**src/rtl/uart_bg_pkg.sv**
```systemverilog
package uart_bg_pkg;
    localparam int BYTE_W = 8;

    typedef struct packed {
        logic [BYTE_W-1:0] lo;
        logic [BYTE_W-1:0] hi;
        logic [BYTE_W-1:0] lcr;
    } bg_regs_t;
endpackage

```
**src/rtl/uart_bg_regs.sv**
```systemverilog
module uart_bg_regs
    import uart_bg_pkg::*;
#(
    parameter int ADDR_W    = 3,
    parameter int OFS_LO    = 0,
    parameter int OFS_HI    = 1,
    parameter int OFS_LCR   = 3,
    parameter int LATCH_BIT = 7,
    localparam int DIV_W    = 2*BYTE_W-1
) (
    input  logic              clk,
    input  logic              rst_n,
    input  logic [ADDR_W-1:0] bus_addr,
    input  logic              bus_wr,
    input  logic              bus_rd,
    input  logic [BYTE_W-1:0] bus_wdata,
    input  logic [BYTE_W-1:0] rx_data_i,
    input  logic [BYTE_W-1:0] ier_rdata_i,
    output logic [BYTE_W-1:0] bus_rdata,
    output logic              thr_we,
    output logic              rx_re,
    output logic              ier_we,
    output logic [BYTE_W-1:0] lcr_q,
    output logic [DIV_W-1:0]  div_q,
    output logic              sel_q,
    output logic [DIV_W-1:0]  div_nxt,
    output logic              reload
);
    bg_regs_t st_d, st_q;
    logic hit_lo, hit_hi, hit_lcr, latch;

    always_comb begin
        st_d      = st_q;
        reload    = 1'b0;
        thr_we    = 1'b0;
        rx_re     = 1'b0;
        ier_we    = 1'b0;
        bus_rdata = '0;
        hit_lo    = (bus_addr == ADDR_W'(OFS_LO));
        hit_hi    = (bus_addr == ADDR_W'(OFS_HI));
        hit_lcr   = (bus_addr == ADDR_W'(OFS_LCR));
        latch     = st_q.lcr[LATCH_BIT];
        if (bus_wr) begin
            if (hit_lcr) st_d.lcr = bus_wdata;
            if (hit_lo) begin
                if (latch) begin
                    st_d.lo = bus_wdata;
                    reload  = 1'b1;
                end else begin
                    thr_we = 1'b1;
                end
            end
            if (hit_hi) begin
                if (latch) begin
                    st_d.hi = bus_wdata;
                    reload  = 1'b1;
                end else begin
                    ier_we = 1'b1;
                end
            end
        end
        if (bus_rd) begin
            if (hit_lcr) bus_rdata = st_q.lcr;
            if (hit_lo) begin
                if (latch) begin
                    bus_rdata = st_q.lo;
                end else begin
                    bus_rdata = rx_data_i;
                    rx_re     = 1'b1;
                end
            end
            if (hit_hi) bus_rdata = latch ? st_q.hi : ier_rdata_i;
        end
    end

    always_ff @(posedge clk) begin
        if (!rst_n) st_q <= '0;
        else        st_q <= st_d;
    end

    assign lcr_q   = st_q.lcr;
    assign div_q   = {st_q.hi[BYTE_W-2:0], st_q.lo};
    assign sel_q   = st_q.hi[BYTE_W-1];
    assign div_nxt = {st_d.hi[BYTE_W-2:0], st_d.lo};
endmodule

```
**src/rtl/uart_bg_presc.sv**
```systemverilog
module uart_bg_presc #(
    parameter int DIV_W = 15
) (
    input  logic             clk,
    input  logic             rst_n,
    input  logic             ref_en,
    input  logic             reload,
    input  logic [DIV_W-1:0] div_cur,
    input  logic [DIV_W-1:0] div_nxt,
    output logic             fire,
    output logic             tick_q
);
    typedef struct packed {
        logic [DIV_W-1:0] cnt;
        logic             tick;
    } presc_t;

    presc_t st_d, st_q;
    logic   div_live;

    always_comb begin
        st_d     = st_q;
        div_live = (div_cur != '0);
        fire     = ref_en && div_live && (st_q.cnt == '0) && !reload;
        if (reload) begin
            st_d.cnt = (div_nxt == '0) ? '0 : div_nxt - 1'b1;
        end else if (ref_en && div_live) begin
            st_d.cnt = (st_q.cnt == '0) ? div_cur - 1'b1 : st_q.cnt - 1'b1;
        end
        st_d.tick = fire;
    end

    always_ff @(posedge clk) begin
        if (!rst_n) st_q <= '0;
        else        st_q <= st_d;
    end

    assign tick_q = st_q.tick;
endmodule

```
**src/rtl/uart_bg_bitdiv.sv**
```systemverilog
module uart_bg_bitdiv #(
    parameter int RATIO = 16
) (
    input  logic clk,
    input  logic rst_n,
    input  logic fire,
    input  logic clear,
    output logic tick_q
);
    generate
        if (RATIO <= 1) begin : g_pass
            logic bit_d, bit_q;
            always_comb bit_d = fire && !clear;
            always_ff @(posedge clk) begin
                if (!rst_n) bit_q <= 1'b0;
                else        bit_q <= bit_d;
            end
            assign tick_q = bit_q;
        end else begin : g_count
            localparam int CW = $clog2(RATIO);
            typedef struct packed {
                logic [CW-1:0] cnt;
                logic          tick;
            } bdiv_t;
            bdiv_t st_d, st_q;
            logic  wrap;
            always_comb begin
                st_d      = st_q;
                wrap      = (st_q.cnt == CW'(RATIO-1));
                st_d.tick = fire && wrap && !clear;
                if (clear)     st_d.cnt = '0;
                else if (fire) st_d.cnt = wrap ? '0 : st_q.cnt + 1'b1;
            end
            always_ff @(posedge clk) begin
                if (!rst_n) st_q <= '0;
                else        st_q <= st_d;
            end
            assign tick_q = st_q.tick;
        end
    endgenerate
endmodule

```
**src/rtl/uart_baud_gen.sv**
```systemverilog
module uart_baud_gen
    import uart_bg_pkg::*;
#(
    parameter int ADDR_W     = 3,
    parameter int OFS_LO     = 0,
    parameter int OFS_HI     = 1,
    parameter int OFS_LCR    = 3,
    parameter int LATCH_BIT  = 7,
    parameter int OVERSAMPLE = 16
) (
    input  logic              clk,
    input  logic              rst_n,
    input  logic [ADDR_W-1:0] bus_addr,
    input  logic              bus_wr,
    input  logic              bus_rd,
    input  logic [BYTE_W-1:0] bus_wdata,
    output logic [BYTE_W-1:0] bus_rdata,
    input  logic [BYTE_W-1:0] rx_data_i,
    input  logic [BYTE_W-1:0] ier_rdata_i,
    output logic              thr_we,
    output logic              rx_re,
    output logic              ier_we,
    output logic [BYTE_W-1:0] lcr_o,
    input  logic              ref_slow_en,
    input  logic              ref_fast_en,
    output logic              tick16_o,
    output logic              tick_bit_o
);
    localparam int DIV_W = 2*BYTE_W-1;

    logic [DIV_W-1:0] div_cur, div_nxt;
    logic             sel_q, sel_en, reload, fire;

    uart_bg_regs #(
        .ADDR_W(ADDR_W), .OFS_LO(OFS_LO), .OFS_HI(OFS_HI),
        .OFS_LCR(OFS_LCR), .LATCH_BIT(LATCH_BIT)
    ) u_regs (
        .clk(clk), .rst_n(rst_n), .bus_addr(bus_addr), .bus_wr(bus_wr),
        .bus_rd(bus_rd), .bus_wdata(bus_wdata), .rx_data_i(rx_data_i),
        .ier_rdata_i(ier_rdata_i), .bus_rdata(bus_rdata), .thr_we(thr_we),
        .rx_re(rx_re), .ier_we(ier_we), .lcr_q(lcr_o), .div_q(div_cur),
        .sel_q(sel_q), .div_nxt(div_nxt), .reload(reload)
    );

    assign sel_en = sel_q ? ref_fast_en : ref_slow_en;

    uart_bg_presc #(.DIV_W(DIV_W)) u_presc (
        .clk(clk), .rst_n(rst_n), .ref_en(sel_en), .reload(reload),
        .div_cur(div_cur), .div_nxt(div_nxt), .fire(fire), .tick_q(tick16_o)
    );

    uart_bg_bitdiv #(.RATIO(OVERSAMPLE)) u_bitdiv (
        .clk(clk), .rst_n(rst_n), .fire(fire), .clear(reload),
        .tick_q(tick_bit_o)
    );
endmodule

```
**config.mk**
```make
export PLATFORM = sky130hd
export DESIGN_NAME = uart_baud_gen
export DESIGN_NICKNAME = d
export VERILOG_FILES = /design/src/rtl/uart_bg_pkg.sv /design/src/rtl/uart_bg_regs.sv /design/src/rtl/uart_bg_presc.sv /design/src/rtl/uart_bg_bitdiv.sv /design/src/rtl/uart_baud_gen.sv
export SDC_FILE = /design/constraint.sdc
export NUM_CORES = 1
export LEC_CHECK = 0
export ABC_AREA = 0
export BUFFER_PORTS_ARGS = -buffer_cell sky130_fd_sc_hd__buf_4
export CORE_UTILIZATION = 35
export CTS_BUF_LIST = sky130_fd_sc_hd__clkbuf_8
export DETAILED_ROUTE_END_ITERATION = 8
export PLACE_DENSITY = 0.65
export SLEW_MARGIN = 20
export SYNTH_ARGS = -nofsm -noshare
export SYNTH_HDL_FRONTEND = slang
export SYNTH_SLANG_ARGS = --single-unit
export TNS_END_PERCENT = 30
```
**constraint.sdc**
```tcl
create_clock -name clk -period 4 [get_ports clk]
set_input_delay 0.4 -clock clk [delete_from_list [all_inputs] [get_ports clk]]
set_output_delay 0.4 -clock clk [all_outputs]
set_load 0.01 [all_outputs]
```
==> impl_metrics.env, run 1 <==
export IMPL_first_iter_violations=258
export IMPL_async_flop_share=0
export IMPL_ir_drop_uv=131
export IMPL_cts_tree="yes"
export IMPL_maxCapViolCount=0
export IMPL_grt_use_met3=0.0269
export IMPL_finalCritPeriodShare=0.802
export IMPL_row_count=35
export IMPL_gp_congestion=0.875
export IMPL_grtUsageMet2=0.378
export IMPL_fmax_mhz=312
export IMPL_cts_buffers=5
export IMPL_grt_overflow=0
export IMPL_avgViaCountPerCell=5.86
export IMPL_critPathMaxFanout=7
export IMPL_grt_max_degree=41
export IMPL_fillers=941
export IMPL_grtUsageTotal=0.222
export IMPL_ios=54
export IMPL_postCtsResizedCells=0
export IMPL_fp_coreArea_um2=9420
export IMPL_drc=0
export IMPL_ant_nets=0
export IMPL_antenna_found_initial=0
export IMPL_yosys_register_bits=45
export IMPL_critPathKind="reg2reg"
export IMPL_synth_area_leader_cell="dfxtp_1"
export IMPL_clockRootBuffer="clkbuf_8"
export IMPL_h_tree_depth=2
export IMPL_rsz0062_at_grt="no"
export IMPL_die_w_um=102
export IMPL_wl_per_cell_um=17.8
export IMPL_grt_most_used_layer="met2"
export IMPL_cellLeakagePower_nw=1.57
export IMPL_layout_drive_gt1_share=0.177
export IMPL_initial_utilization=0.368
export IMPL_dieArea_um2=10300
export IMPL_wl_um=11000
export IMPL_setup_viol=0
export IMPL_synth_nets=496
export IMPL_clk_latency_ns=0.31
export IMPL_path_clk_slew_ns=0.09
export IMPL_min_path_type="in2reg"
export IMPL_power_total_mw=0.927
export IMPL_cts_hold_buf=0
export IMPL_synth_seq_area_share=0.260
export IMPL_synth_cell_types=73
export IMPL_synth_top_cell_area_share=0.260
export IMPL_synth_area_um2=3470
export IMPL_nets=528
export IMPL_num_vias=3637
export IMPL_avgSynthCellArea_um2=7.55
export IMPL_synthFlopType="dfxtp_1"
export IMPL_synth_edff_count=0
export IMPL_cp_arrival_ns=3.45
export IMPL_grt_pass1_vias=3500
export IMPL_cp_required_ns=4.24
export IMPL_dr_pass1_iters=5
export IMPL_final_util=0.424
export IMPL_syn_inst=459
export IMPL_postCtsSetupRepairBufs=0
export IMPL_yosys_warnings=0
export IMPL_dp_hpwl_um=8170
export IMPL_maxSlewViolCount=0
export IMPL_grt_pass1_wl_um=17700
export IMPL_area_growth_pct=15.1
export IMPL_crit_path_end_kind="flip-flop"
export IMPL_slew_headroom=0.274
export IMPL_io_buffers=53
export IMPL_status="complete, no violations"
export IMPL_finClkSkew_ns=0.0113
export IMPL_power_density_nw_per_um2=232
export IMPL_clk_path_buf_depth=2
export IMPL_hold_viol_final=0
export IMPL_die_h_um=102
export IMPL_finalSetupTns_ns=0
export IMPL_synth_area_top_cells="dfxtp_1 26%, nand2_1 8.3%, mux2i_1 6.4%"
export IMPL_antennaDiodeCount=0
export IMPL_fin_crit_ns=3.21
export IMPL_tightest_slew_ns=1.08
export IMPL_grtUsageMet1=0.287
export IMPL_worstSetupStartpointType="flip-flop"
export IMPL_cts_sink_count=45
==> cells by family (layout without fill, tap and decap cells) <==
kind of cell / count (synthesis) / in the layout / synth area share
adders and majority gates: 4 / 4 / 0.0144
AOI/OAI and AO/OA: 134 / 134 / 0.262
xor gates and xnor gates: 22 / 22 / 0.0556
DFF: 45 / 45 / 0.260
buffers and inverters: 33 / 66 / 0.0440
muxes: 24 / 24 / 0.0700
and+or+nand+nor: 197 / 197 / 0.294
==> worst paths after layout <==
check | cells past startpoint | to | from | slack, ns
setup / recovery | 12 | u_presc.st_q[9] | u_presc.st_q[9] | 0.79
hold / removal | 3 | u_regs.lcr_q[7] | bus_wdata[7] | 0.38
setup reg to reg | 12 | u_presc.st_q[9] | u_presc.st_q[9] | 0.79
hold reg to reg | 2 | u_regs.lcr_q[2] | u_regs.lcr_q[2] | 0.49
==> metal layers <==
metal	wire [µm]	share of wire
met4	234	0.021
met3	746	0.068
met2	5460	0.49
met5	0	0
met1	4610	0.42
==> power by group <==
part	switching, mW	leakage, nW	internal (mW)
Combinational	0.106	1.16	0.0785
Clock	0.166	0.0467	0.119
Sequential	0.00567	0.363	0.452
==> Yosys cell counts, drive strengths merged (5+ instances only) <==
library cell,instances
dfxtp,45
nand2b,5
o21ai,28
mux2i,22
and2,9
a21oi,31
clkbuf,19
xnor2,10
buf,13
xor2,12
o22ai,6
nand2,77
nor2b,11
nor2,34
a21boi,19
a31oi,11
nor4,12
nand3,8
nor3,16
==> final cells by class <==
type,instances,area [µm²],share of cell area
multi-input cells,381,2410,0.605
flip-flops and latches,45,901,0.226
repair buffers,57,428,0.107
well taps,129,161,0.0405
clock buffers,5,68.8,0.0172
clock inverters,3,15.0,0.00376
inverters,1,3.75,0.000941
==> state kept, by name, indices dropped and copies added, names as in the netlist <==
| register | cells |
|---|---|
| u_bitdiv.g_count.st_q | 4 |
| u_bitdiv.tick_q | 1 |
| u_presc.st_q | 15 |
| u_presc.tick_q | 1 |
| u_regs.div_q | 15 |
| u_regs.lcr_q | 8 |
| u_regs.sel_q | 1 |
==> worst max-delay path: stages, from the launching register on <==
cell	delay [ns]
dfxtp_1	0.45
nor4_2	0.12
and3_2	0.28
and2_1	0.20
a21oi_1	0.19
ha_1	0.25
or4b_1	0.53
or2_1	0.29
a31oi_4	0.25
a221oi_1	0.12
a31oi_1	0.20
o21ai_0	0.09
a21oi_1	0.17
==> per-stage QoR <==
step / worst slack (ns) / instances / hold WS, ns / cell area [µm²]
after floorplan: 0.860 / 459 / 0.465 / 3470
after global placement: 0.969 / 613 / 0.474 / 3910
after detailed placement: 0.852 / 613 / 0.486 / 3910
after CTS: 0.818 / 621 / 0.377 / 3990
after global routing: 0.607 / 621 / 0.384 / 3990
final: 0.793 / 621 / 0.380 / 3990
==> layout by cell type, fill, tap and decap left out, types with 4 or more instances in the layout <==
cell	Yosys	routed
xnor2_1	10	10
o21ai_0	24	24
nor4_1	8	8
nand3_1	8	8
mux2i_1	22	22
o21a_1	4	4
nor2_1	33	33
and2_1	8	8
buf_4	1	57
nand2b_1	5	5
a21oi_1	31	31
a21boi_0	17	17
xor2_1	12	12
a31oi_1	10	10
o31ai_1	4	4
o22ai_1	6	6
or3_1	4	4
ha_1	4	4
nor3_1	13	13
dfxtp_1	45	45
nand2_1	77	77
nor2b_1	11	11
clkbuf_8	0	5
(Power assumes the default switching activity.)
==> inputs of run 2 (changes only) <==
--- a/config.mk
+++ b/config.mk
@@ -5,12 +5,12 @@
 export SDC_FILE = /design/constraint.sdc
 export NUM_CORES = 1
 export LEC_CHECK = 0
-export ABC_AREA = 0
+export ABC_AREA = 1
 export BUFFER_PORTS_ARGS = -buffer_cell sky130_fd_sc_hd__buf_4
 export CORE_UTILIZATION = 35
 export CTS_BUF_LIST = sky130_fd_sc_hd__clkbuf_8
 export DETAILED_ROUTE_END_ITERATION = 8
-export PLACE_DENSITY = 0.65
+export PLACE_DENSITY = 0.66
 export SLEW_MARGIN = 20
 export SYNTH_ARGS = -nofsm -noshare
 export SYNTH_HDL_FRONTEND = slang
==> constraint.sdc (replaced) <==
create_clock -name clk -period 2.8 [get_ports clk]
set_input_delay 0.28 -clock clk [delete_from_list [all_inputs] [get_ports clk]]
set_output_delay 0.28 -clock clk [all_outputs]
set_load 0.01 [all_outputs]
==> impl_metrics.env, run 2 <==
export IMPL_status="complete, no violations"
export IMPL_synth_seq_area_share=0.246
export IMPL_synth_area_um2=3670
export IMPL_syn_inst=619
export IMPL_grtUsageTotal=0.236
export IMPL_h_tree_depth=2
export IMPL_postCtsSetupRepairBufs=0
export IMPL_yosysMostFrequentCell="nand2_1"
export IMPL_setup_viol=0
export IMPL_final_cell_mix="178 x nand2_1, 75 x inv_1, 74 x nor2_1"
export IMPL_async_flop_share=0
export IMPL_dr_pass1_iters=5
export IMPL_synth_edff_count=0
export IMPL_cts_hold_buf=0
export IMPL_clockRootBuffer="clkbuf_8"
export IMPL_synthTopCellsByCount="178 x nand2_1, 74 x inv_1, 74 x nor2_1, 49 x nand3_1, 45 x dfxtp_1"
export IMPL_wl_per_cell_um=15.9
export IMPL_crit_path_end_kind="primary output"
export IMPL_critPathKind="reg2out"
export IMPL_synth_area_leader_cell="dfxtp_1"
export IMPL_fmax_mhz=397
export IMPL_avgSynthCellArea_um2=5.92
export IMPL_critPathMaxFanout=12
export IMPL_first_iter_violations=354
export IMPL_hold_viol_final=0
export IMPL_yosys_register_bits=45
export IMPL_power_total_mw=1.98
export IMPL_grt_pass1_vias=3947
export IMPL_postCtsResizedCells=0
export IMPL_initial_utilization=0.358
export IMPL_cellLeakagePower_nw=2.16
export IMPL_maxSlewViolCount=0
export IMPL_wl_um=12700
export IMPL_ant_nets=0
export IMPL_area_growth_pct=16.5
export IMPL_placed_area_um2=4160
export IMPL_synth_area_top_cells="dfxtp_1 25%, nand2_1 18%, inv_1 7.6%"
export IMPL_clk_path_buf_depth=2
export IMPL_nets=701
export IMPL_tightest_slew_ns=0.507
export IMPL_path_clk_slew_ns=0.10
export IMPL_ir_drop_uv=188
export IMPL_holdWs_ns=0.283
export IMPL_worstSetupStartpointType="flip-flop"
export IMPL_antennaDiodeCount=0
export IMPL_avgViaCountPerCell=5.28
export IMPL_rrSetupSlack_ns=0.36
export IMPL_min_path_type="in2reg"
export IMPL_cp_required_ns=2.52
export IMPL_dp_hpwl_um=10200
export IMPL_die_h_um=104
export IMPL_cts_tree="yes"
export IMPL_drc=0
export IMPL_cp_arrival_ns=2.24
export IMPL_gp_congestion=0.910
export IMPL_ios=54
export IMPL_num_vias=4226
export IMPL_cts_buffers=5
export IMPL_finClkSkew_ns=0.0145
export IMPL_synthFlopType="dfxtp_1"
export IMPL_io_buffers=53
export IMPL_grt_overflow=0
export IMPL_slew_headroom=0.660
export IMPL_yosys_warnings=0
export IMPL_die_w_um=104
export IMPL_final_area_um2=4270
export IMPL_finalCritPeriodShare=0.899
export IMPL_maxCapViolCount=0
export IMPL_rsz0062_at_grt="no"
export IMPL_antenna_found_initial=0
export IMPL_fp_coreArea_um2=10200
export IMPL_row_count=37
export IMPL_finalSetupTns_ns=0
export IMPL_layout_drive_gt1_share=0.156
export IMPL_grt_max_degree=27
export IMPL_final_common_cell="nand2_1"
export IMPL_clk_latency_ns=0.32
export IMPL_power_density_nw_per_um2=464
export IMPL_synth_nets=656
export IMPL_synth_cell_types=39
export IMPL_fin_crit_ns=2.52
export IMPL_grt_pass1_wl_um=20100
export IMPL_synth_top_cell_area_share=0.246
export IMPL_dieArea_um2=10900
export IMPL_cts_sink_count=45
## run 2: routing by layer
layer,global-route usage,wire [µm],vias to the layer above
li1,-,-,2094
met1,0.309,5590,1960
met2,0.386,5950,147
met3,0.0370,803,25
met4,0.0959,352,0
met5,0,0,-
## run 2: kinds of logic after synthesis
| group | after synthesis | synth area share |
|---|---|---|
| AND/OR/NAND/NOR | 367 | 0.459 |
| flip-flops | 45 | 0.246 |
| XOR/XNOR | 7 | 0.0167 |
| buffers and inverters | 98 | 0.113 |
| AO/OA/AOI/OAI | 98 | 0.152 |
| adder cells (fa/ha/maj) | 4 | 0.0136 |
## run 2: path summary, 6_finish.rpt
path / start / to / cells past startpoint
worst min-delay path: bus_wdata[1] / u_regs.lcr_q[1] / 3
worst max-delay path: u_regs.lcr_q[7] / bus_rdata[3] / 8
worst max register to register: u_regs.lcr_q[7] / u_presc.st_q[8] / 14
worst min register to register: u_regs.lcr_q[4] / u_regs.lcr_q[4] / 2
## run 2: final cells by class
class	count	area, µm²
tap	136	170
inverter	78	298
fill	1091	5960
clock buffer	6	82.6
timing repair buffer	58	435
clock inverter	2	33.8
sequential	45	901
multi-input combinational	476	2350
## run 2: report_power, final
part | leakage, nW | switching [mW] | internal, mW
combinational | 1.74 | 0.525 | 0.258
sequential | 0.364 | 0.0141 | 0.655
clock | 0.0626 | 0.243 | 0.288
## run 2: stage by stage
step                std cells   util  worst slack [ns]
global route              801  0.418            0.0100
detailed placement        793  0.406             0.255
floorplan                 619      -             0.675
CTS                       801  0.418             0.293
global placement          793  0.406             0.319
finish                    801  0.418             0.284
## run 2: critical path, stage by stage (launching register included)
cell and delay, ns:
dfxtp_1 0.57, inv_1 0.29, nor2_1 0.46, nand2_1 0.11, o211ai_1 0.12, nand2_1 0.12, nand2_1 0.07, a31oi_1 0.04
buf_4 0.16
==> inputs of run 3 (changes only) <==
--- a/config.mk
+++ b/config.mk
@@ -5,12 +5,11 @@
 export SDC_FILE = /design/constraint.sdc
 export NUM_CORES = 1
 export LEC_CHECK = 0
-export ABC_AREA = 1
 export BUFFER_PORTS_ARGS = -buffer_cell sky130_fd_sc_hd__buf_4
 export CORE_UTILIZATION = 35
 export CTS_BUF_LIST = sky130_fd_sc_hd__clkbuf_8
 export DETAILED_ROUTE_END_ITERATION = 8
-export PLACE_DENSITY = 0.66
+export PLACE_DENSITY = 0.67
 export SLEW_MARGIN = 20
 export SYNTH_ARGS = -nofsm -noshare
 export SYNTH_HDL_FRONTEND = slang
==> impl_metrics.env, run 3 (same netlist as run 1, synthesis figures left out) <==
export IMPL_status="complete, no violations"
export IMPL_crit_path_end_kind="flip-flop"
export IMPL_gp_congestion=0.929
export IMPL_crit_chain="nor4_4, and3_4, and2_4, a21oi_4, ha_4, or4b_4, or2_4, a31oi_4, and3_4, a22oi_2, o21bai_1, a32o_1"
export IMPL_cpMostUsedCell="and3_4"
export IMPL_crit_end="u_presc.st_q[15]"
export IMPL_rsz0062_at_grt="yes"
export IMPL_grt_pass1_vias=3669
export IMPL_grtUsageTotal=0.235
export IMPL_p_sw_mw=0.407
export IMPL_io_buffers=53
export IMPL_dp_hpwl_um=8570
export IMPL_fillers=932
export IMPL_cp_slowest_cell="or4b_4"
export IMPL_stdcell_count=658
export IMPL_clk_latency_ns=0.31
export IMPL_antenna_found_initial=0
export IMPL_h_tree_depth=2
export IMPL_drc=0
export IMPL_wl_per_cell_um=17.6
export IMPL_cp_arrival_ns=3.03
export IMPL_layout_drive_gt1_share=0.274
export IMPL_crit_start="u_presc.st_q[9]"
export IMPL_cts_sink_count=45
export IMPL_cellLeakagePower_nw=1.79
export IMPL_cts_buffers=5
export IMPL_wl_um=11600
export IMPL_die_h_um=102
export IMPL_hold_viol_final=0
export IMPL_finalSetupTns_ns=0
export IMPL_setup_viol=0
export IMPL_final_common_cell="buf_4"
export IMPL_min_path_type="in2reg"
export IMPL_power_total_mw=1.45
export IMPL_cpPeakStageDelay_ns=0.48
export IMPL_ir_drop_uv=178
export IMPL_finClkSkew_ns=0.0119
export IMPL_antennaDiodeCount=0
export IMPL_layout_area_seq_um2=935
export IMPL_dp_cells=638
export IMPL_holdWs_ns=0.268
export IMPL_maxCapViolCount=0
export IMPL_reg2reg_to="u_presc.st_q[15]"
export IMPL_fin_crit_ns=2.78
export IMPL_cts_hold_buf=0
export IMPL_critPathMaxFanout=6
export IMPL_avgViaCountPerCell=5.73
export IMPL_area_growth_pct=27.1
export IMPL_fmax_mhz=359
export IMPL_fp_coreArea_um2=9420
export IMPL_row_count=35
export IMPL_p_comb_frac=0.216
export IMPL_dieArea_um2=10300
export IMPL_finalCritPeriodShare=0.993
export IMPL_final_util=0.468
export IMPL_swShare=0.280
export IMPL_critPathKind="reg2reg"
export IMPL_rrSetupSlack_ns=0.02
export IMPL_first_iter_violations=231
export IMPL_intPower_mw=1.05
export IMPL_nets=565
export IMPL_seqPwrFrac=0.445
export IMPL_timing_rr_start="u_presc.st_q[9]"
export IMPL_multi_input_area_um2=2490
export IMPL_initial_utilization=0.368
export IMPL_power_density_nw_per_um2=330
export IMPL_cts_tree="yes"
export IMPL_tightest_slew_ns=1.03
export IMPL_maxSlewViolCount=0
export IMPL_ios=54
export IMPL_num_vias=3771
export IMPL_cp_required_ns=3.05
export IMPL_path_clk_slew_ns=0.10
export IMPL_r2r_cells=12
export IMPL_slew_headroom=0.307
export IMPL_dr_pass1_iters=5
export IMPL_grt_pass1_wl_um=18900
export IMPL_die_w_um=102
export IMPL_clk_path_buf_depth=2
export IMPL_final_cell_mix="93 x buf_4, 77 x nand2_1, 34 x dfxtp_1"
export IMPL_grt_overflow=0
export IMPL_clockRootBuffer="clkbuf_8"
export IMPL_ant_nets=0
export IMPL_pwr_share_clk=0.339
export IMPL_worstSetupStartpointType="flip-flop"
export IMPL_grt_max_degree=41
==> run 3: through the flow <==
stage	setup WS [ns]	instance area (µm²)
floorplan	-0.0818	3530
global placement	0.0585	4150
detailed placement	-0.0356	4150
CTS	0.00322	4320
global route	-0.0444	4410
finish	0.0182	4410
==> run 3: layout make-up <==
cell class / count / share of cell area
clock inverters: 3 / 0.00852
multi-input cells: 381 / 0.565
well taps: 129 / 0.0366
clock buffers: 5 / 0.0156
repair buffers: 94 / 0.161
flip-flops and latches: 45 / 0.212
inverters: 1 / 0.000852
==> run 3: worst min-delay path by stage <==
stage,from,end,depth (start not counted),slack [ns]
floorplan,rst_n,u_presc.tick_q,1,0.42
finish,bus_wdata[7],u_regs.lcr_q[7],3,0.27
global route,bus_wdata[7],u_regs.lcr_q[7],3,0.26
detailed placement,u_regs.lcr_q[5],u_regs.lcr_q[5],2,0.48
global placement,u_regs.lcr_q[5],u_regs.lcr_q[5],2,0.48
CTS,bus_wdata[7],u_regs.lcr_q[7],3,0.26
==> run 3: repair_timing <==
action,4_1_cts,5_1_grt
setup endpoints to repair,2,4
setup buffers,8,4
pin swaps,1,11
resized for setup,2,11
==> run 3: power by group through the flow <==
stage	registers, mW	clock network [mW]	logic [mW]
3_3_place_gp	0.666	0	0.281
5_1_grt	0.647	0.528	0.340
6_report	0.646	0.494	0.314
2_1_floorplan	0.666	0	0.184
3_5_place_dp	0.666	0	0.284
4_1_cts	0.648	0.501	0.293
==> run 3: metal layers <==
layer / vias up / routed length (µm) / track usage
li1: 1809 / - / -
met1: 1806 / 5050 / 0.304
met2: 132 / 5550 / 0.388
met3: 24 / 660 / 0.0331
met4: 0 / 326 / 0.100
met5: - / 0 / 0
==> run 3: worst max-delay path: cells and delay by family, from the launching register on <==
family,cells,cell delay [ns]
AND/OR/NAND/NOR,6,1.39
AO/OA/AOI/OAI,5,0.81
flip-flops,1,0.37
adder cells (fa/ha/maj),1,0.15
